<file path="config.mk">
export PLATFORM = sky130hd
export DESIGN_NAME = lpm_ctrl
export DESIGN_NICKNAME = d
export VERILOG_FILES = /design/src/rtl/lpm_ctrl.sv
export SDC_FILE = /design/constraint.sdc
export NUM_CORES = 1
export LEC_CHECK = 0
export BUFFER_PORTS_ARGS = -buffer_cell sky130_fd_sc_hd__buf_2
export CAP_MARGIN = 25
export CELL_PAD_IN_SITES_DETAIL_PLACEMENT = 1
export CELL_PAD_IN_SITES_GLOBAL_PLACEMENT = 1
export CORE_AREA = 2 2 47 49
export DETAILED_ROUTE_END_ITERATION = 8
export DIE_AREA = 0 0 49 51
export PLACE_DENSITY = 0.84
export SYNTH_ARGS = -nofsm -noshare
export SYNTH_HDL_FRONTEND = slang
export SYNTH_SLANG_ARGS = --single-unit
</file>
<file path="constraint.sdc">
create_clock -name clk -period 2.2 [get_ports clk]
set_input_delay 0.11 -clock clk [delete_from_list [all_inputs] [get_ports clk]]
set_output_delay 0.11 -clock clk [all_outputs]
set_load 0.1 [all_outputs]
</file>
<file path="src/rtl/lpm_ctrl.sv">
`timescale 1ns/1ps
module lpm_ctrl #(
  parameter int ENTRY_DLY = 4
) (
  input  logic        clk,
  input  logic        rst_n,
  input  logic [0:31] ctrl_word,
  input  logic        pwr_dn,
  input  logic        wake,
  input  logic        qack,
  output logic        qreq,
  output logic        clk_en,
  output logic        tb_en,
  output logic        snoop_en,
  output logic [2:0]  mode_o
);
  localparam int CW = $clog2(ENTRY_DLY + 1);

  typedef enum logic [2:0] {
    S_RUN = 3'd0, S_DOZE = 3'd1, S_NAP = 3'd2, S_PEND = 3'd3, S_SLEEP = 3'd4
  } state_t;

  state_t        state;
  logic          acked;
  logic [CW-1:0] cnt;

  wire en_doze  = ctrl_word[8];
  wire en_nap   = ctrl_word[9];
  wire en_sleep = ctrl_word[10];

  always_ff @(posedge clk or negedge rst_n) begin
    if (!rst_n) begin
      state <= S_RUN;
      acked <= 1'b0;
      cnt   <= '0;
    end else begin
      unique case (state)
        S_RUN: if (pwr_dn && !wake) begin
          if (en_sleep) begin
            state <= S_PEND;
            acked <= 1'b0;
          end else if (en_nap)  state <= S_NAP;
          else if (en_doze)     state <= S_DOZE;
        end
        S_PEND: begin
          if (wake) begin
            state <= S_RUN;
            acked <= 1'b0;
          end else if (!acked) begin
            if (qack) begin
              acked <= 1'b1;
              cnt   <= CW'(1);
            end
          end else if (cnt == CW'(ENTRY_DLY)) begin
            state <= S_SLEEP;
            acked <= 1'b0;
          end else begin
            cnt <= cnt + 1'b1;
          end
        end
        S_DOZE, S_NAP, S_SLEEP: if (wake) state <= S_RUN;
        default: state <= S_RUN;
      endcase
    end
  end

  assign mode_o   = state;
  assign qreq     = (state == S_PEND) || (state == S_SLEEP);
  assign clk_en   = (state != S_SLEEP);
  assign tb_en    = (state != S_SLEEP);
  assign snoop_en = (state != S_NAP) && (state != S_SLEEP);

  a_r1_no_entry_without_request: assert property (@(posedge clk) disable iff (!rst_n)
    (mode_o == 3'd0 && !pwr_dn) |=> mode_o == 3'd0);

  a_r5_nap_gating: assert property (@(posedge clk) disable iff (!rst_n)
    (mode_o == 3'd2) |-> (clk_en && tb_en && !snoop_en));

  a_r7_sleep_gating: assert property (@(posedge clk) disable iff (!rst_n)
    (mode_o == 3'd4) |-> (!clk_en && !tb_en && !snoop_en && qreq));

  a_r7_sleep_from_pending: assert property (@(posedge clk) disable iff (!rst_n)
    (mode_o == 3'd4 && $past(mode_o) != 3'd4) |-> $past(mode_o) == 3'd3);

  a_r6_qreq_rise: assert property (@(posedge clk) disable iff (!rst_n)
    $rose(qreq) |-> (mode_o == 3'd3 && $past(mode_o) == 3'd0));

  a_r9_wake_returns: assert property (@(posedge clk) disable iff (!rst_n)
    (wake && mode_o != 3'd0) |=> (mode_o == 3'd0 && !qreq && clk_en && tb_en && snoop_en));
endmodule

</file>
**Word-level counts from Yosys, hierarchy flattened**

Index checks and enable logic that the tools add are counted.

- Bits in registers: 7
- Latch bits: 0
- RAM bits: 0
- ROM bits: 0
- Bits of input ports: 37
- Output and inout bits: 7
- Logic and storage cells: 49
- Memories: 0

- $add $sub $neg: 1
- $mul: 0
- Divide/modulo/power cells: 0
- Order comparisons: 0
- Equality and inequality tests: 14
- Shifts and indexed selects: 0
- Muxes and demuxes: 19
- Bitwise gates (word level): 1
- Reductions and logical operators: 11

Operators by type and width:

| operator | number |
|---|---|
| $mux W3 | 11 |
| $ne A3 B3 Y1 const B | 3 |
| $pmux W3 S3 | 1 |
| $ne A2 B2 Y1 const B | 4 |
| $eq A3 B2 Y1 const B | 2 |
| $eq A3 B3 Y1 const B | 2 |
| $mux W1 | 6 |
| $reduce_and A5 Y1 | 1 |
| $ne A4 B4 Y1 const B | 1 |
| $reduce_and A4 Y1 | 1 |
| $reduce_bool A2 Y1 | 2 |
| $add A3 B1 Y3 const B | 1 |
| $eq A3 B1 Y1 const B | 1 |
| $logic_not A3 Y1 | 1 |
| $ne A3 B2 Y1 const B | 1 |
| $reduce_and A3 Y1 | 1 |
| $reduce_or A3 Y1 | 1 |
| $logic_and A1 B1 Y1 | 2 |
| $pmux W1 S2 | 1 |
| $logic_not A1 Y1 | 1 |
| $logic_or A1 B1 Y1 | 1 |
| $not A1 Y1 | 1 |

**Logic depth before layout (Yosys ltp)**

- Word-level depth: 5
- Gate-level depth with buffers: 5
- Mapped depth without buffers: 5

**Least setup slack after synthesis**

OpenSTA, ideal clock, no wires.

- Kind: register -> output
- Start point: reg state[1] (netlist: mode_o[1])
- End point: out qreq
- Arrival time: 3.296 ns
- Required time: 2.090 ns
- Setup slack: -1.206 ns
- Stages on the path, launching flop included: 3
- Path buffers: 0
- Path through: dfrtp_1 > nand2_2 > o21ai_0

- Longest elaborated chain between the ends: 2
- Elaborated cells on any way between the ends: 3
- Classes of those cells: eq/ne (2); reduce/logical (1)

RTL lines:

| what | line | source |
|---|---|---|
| start: declaration | 23 | `state_t state;` |
| start signal: assignment | 33 | `state <= S_RUN;` |
| start signal: assignment | 40 | `state <= S_PEND;` |
| start signal: assignment | 42 | `end else if (en_nap) state <= S_NAP;` |
| $eq A3 B2 Y1 / $eq A3 B3 Y1 (equally long branches) | 68 | `assign qreq = (state == S_PEND) \|\| (state == S_SLEEP);` |
| $logic_or A1 B1 Y1 (*) | 68 |  |
| end: declaration | 11 | `output logic qreq,` |

Every way passes the cells marked *; elsewhere a longest branch is shown, timed or not.

**Worst setup path after layout**

Same ends and word-level chain as after synthesis.

==> flow_summary.ini <==
[power_and_ir_drop]
p_sw_mw = 0.200
p_int_mw = 0.285
clkPwrFrac = 0.249
seq_power_share = 0.404
power_density_nw_per_um2 = 796
power_leakage_nw = 0.277
swShare = 0.413
power_frac_comb = 0.347
ir_worst_vdd_mv = 0.270

[global_routing]
grt_busiest_layer = met2
gr-total-overflow = 0
gr-usage-met2 = 0.203
grt_use_total = 0.114
grt_pass1_wl_um = 2170
grt_use_met1 = 0.127
use_met3 = 0.0351
grt_pass1_vias = 473
grt_max_degree = 11
antenna_found_initial = 0

[run_status]
outcome = complete, no violations

[sta]
finClkSkew_ns = 0.00473
final-setup-viol-count = 0
hold_violations = 0
slew_headroom = 0.676
worst_slew_pin_slew_ns = 0.490
max_freq_ghz = 0.606
rsz0062_at_grt = false
tns_ns = 0
hold_ws_ns = 0.0564
report.final.slew_viol_count = 0
fin_crit_ns = 1.65
fin_crit_sh = 0.750

[clocking]
worstSkewPairLatency_ns = 0.26
clk_pin_slew_ns = 0.06
cts_root_buf = clkbuf_4
cts_tree = done
postCtsSetupRepairBufs = 0
clock_sinks = 7
cts_buffer_depth = 2
cts_made_buffers = 3
htree_num_levels = 1

[synth]
synth_nets = 90
synth_edf_count = 0
syn_area_um2 = 483
synth.avg_cell_area_um2 = 9.47
seq_area_frac_synth = 0.363
async_reset_ff_frac = 1.00
ys_ff_latch = 7
synth_warnings = 0
synth_cells = 51
ys_dominant_reg_cell = dfrtp_1
synth.distinct_cells = 31

[worst_setup_path]
slowest_stage = dfrtp_2
cp_top_family = flip-flops
cp-end-kind = output pin
critPathBufInv = 1
crit_chain = nor2_1, nand2_2, o21ai_2, buf_2
crit_path_max_fanout = 8
critical_path_class = reg -> out
crit_path_start_kind = flop
required_ns = 2.09
max_stage_delay_ns = 0.46
crit_arrival_ns = 1.54

[final_layout]
insertedDiodeCount = 0
seq_area_um2 = 178
multi_input_area_um2 = 279
drive_above_1_share = 0.373
fillCellCount = 258
syn_to_final_growth_pct = 26.2
nets = 107

[route]
drc_errors = 0
avgRoutedWirePerCell_um = 12.9
routed_wl_um = 1220
vias = 465
dr.pass1.iters = 1
postRouteAntennaNets = 0
via_per_inst = 4.89
drt_iter0_drc = 0

[floorplanning]
die_height_um = 51
initial_core_util = 0.234
rows = 17
core_area_um2 = 2060
io_pins = 44
die_area_um2 = 2500
die-width_um = 49

[run]
cap_violations = 0

[place]
hpwl_um = 970
io_buffer_count = 14
gp_congestion = 0.724

[min_path]
min_path_type = in -> reg
==> power groups by stage <==
stage	clock network (mW)	registers, mW	logic (mW)
after floorplan	0	0.211	0.114
after global placement	0	0.195	0.159
after detailed placement	0	0.198	0.168
after CTS	0.122	0.196	0.171
after global routing	0.132	0.203	0.185
final	0.121	0.196	0.168
==> worst paths after layout <==
| path | start | endpoint | slack, ns | cells after the start |
|---|---|---|---|---|
| worst min register to register | cnt[1]$_DFFE_PN0P_ | cnt[1]$_DFFE_PN0P_ | 0.54 | 1 |
| worst max-delay path | mode_o[1]$_DFFE_PN0P_ | qreq | 0.55 | 4 |
| max in group asynchronous | rst_n | mode_o[1]$_DFFE_PN0P_ | 1.79 | 2 |
| worst max register to register | cnt[0]$_DFFE_PN0P_ | cnt[1]$_DFFE_PN0P_ | 0.80 | 5 |
| min in group asynchronous | rst_n | mode_o[2]$_DFFE_PN0P_ | 0.23 | 2 |
| worst min-delay path | wake | mode_o[2]$_DFFE_PN0P_ | 0.06 | 2 |
==> sequential cells by signal, summed over array words and instances, names as in the netlist <==
name / cells
acked: 1
mode_o: 3
cnt: 3
==> per-layer routing <==
layer  vias to the layer above  part of all wire
met5                         -                 0
met3                         2             0.065
li1                        226                 -
met2                        18              0.48
met1                       219              0.45
met4                         0             0.013
==> cells by family after synthesis <==
family,after synthesis,share of synthesized area
AND/OR/NAND/NOR,22,0.303
AO/OA/AOI/OAI,13,0.192
flip-flops,7,0.363
buffers and inverters,6,0.0725
adder cells (fa/ha/maj),2,0.0518
XOR/XNOR,1,0.0181
==> through the flow <==
stage	utilization	cell area, um2	power, mW	std cells	setup WS (ns)
floorplan	-	492	0.324	51	0.0349
global placement	0.278	573	0.354	90	0.834
detailed placement	0.278	573	0.366	90	0.804
CTS	0.295	609	0.489	95	0.549
global route	0.295	609	0.520	95	0.429
finish	0.295	609	0.485	95	0.550
==> cell usage after synthesis (all sizes together), types with 2 or more instances <==
cell / count / area [um2]
dfrtp: 7 / 175
a21oi: 3 / 15.0
nand3: 4 / 20.0
and4bb: 2 / 28.8
inv: 3 / 11.3
ha: 2 / 25.0
nor2: 3 / 11.3
nand2: 3 / 13.8
nand4: 2 / 12.5
buf: 3 / 23.8
o21ai: 3 / 15.0
==> worst register-to-register path, cell delays in order (launching register included) <==
cell and delay [ns]:
dfrtp_1 0.39, inv_1 0.08, ha_1 0.21, nand3_1 0.15, and2_1 0.20, a32o_1 0.26
==> cell type report <==
cell class              count  area share
repair buffers             15       0.131
multi-input cells          38       0.458
flip-flops and latches      7       0.292
clock buffers               4      0.0431
well taps                  28      0.0575
inverters                   3      0.0185
==> repair_timing <==
action | in CTS | in global routing
gates resized for setup | 0 | 0
endpoints found under the setup margin | 0 | 0
hold buffers | 1 | 0
endpoints found under the hold margin | 7 | 0
==> cell usage in the layout (no fill, tap or decap), types with 2 or more instances in the layout <==
cell type / instances
buf_2: 14
nand3_1: 4
dfrtp_1: 5
clkbuf_4: 3
nand2_2: 2
dfrtp_2: 2
o21ai_0: 2
nor2_1: 3
inv_1: 3
nand4_1: 2
ha_1: 2
a21oi_1: 3
Note: power is estimated with default switching activity, not from simulation.
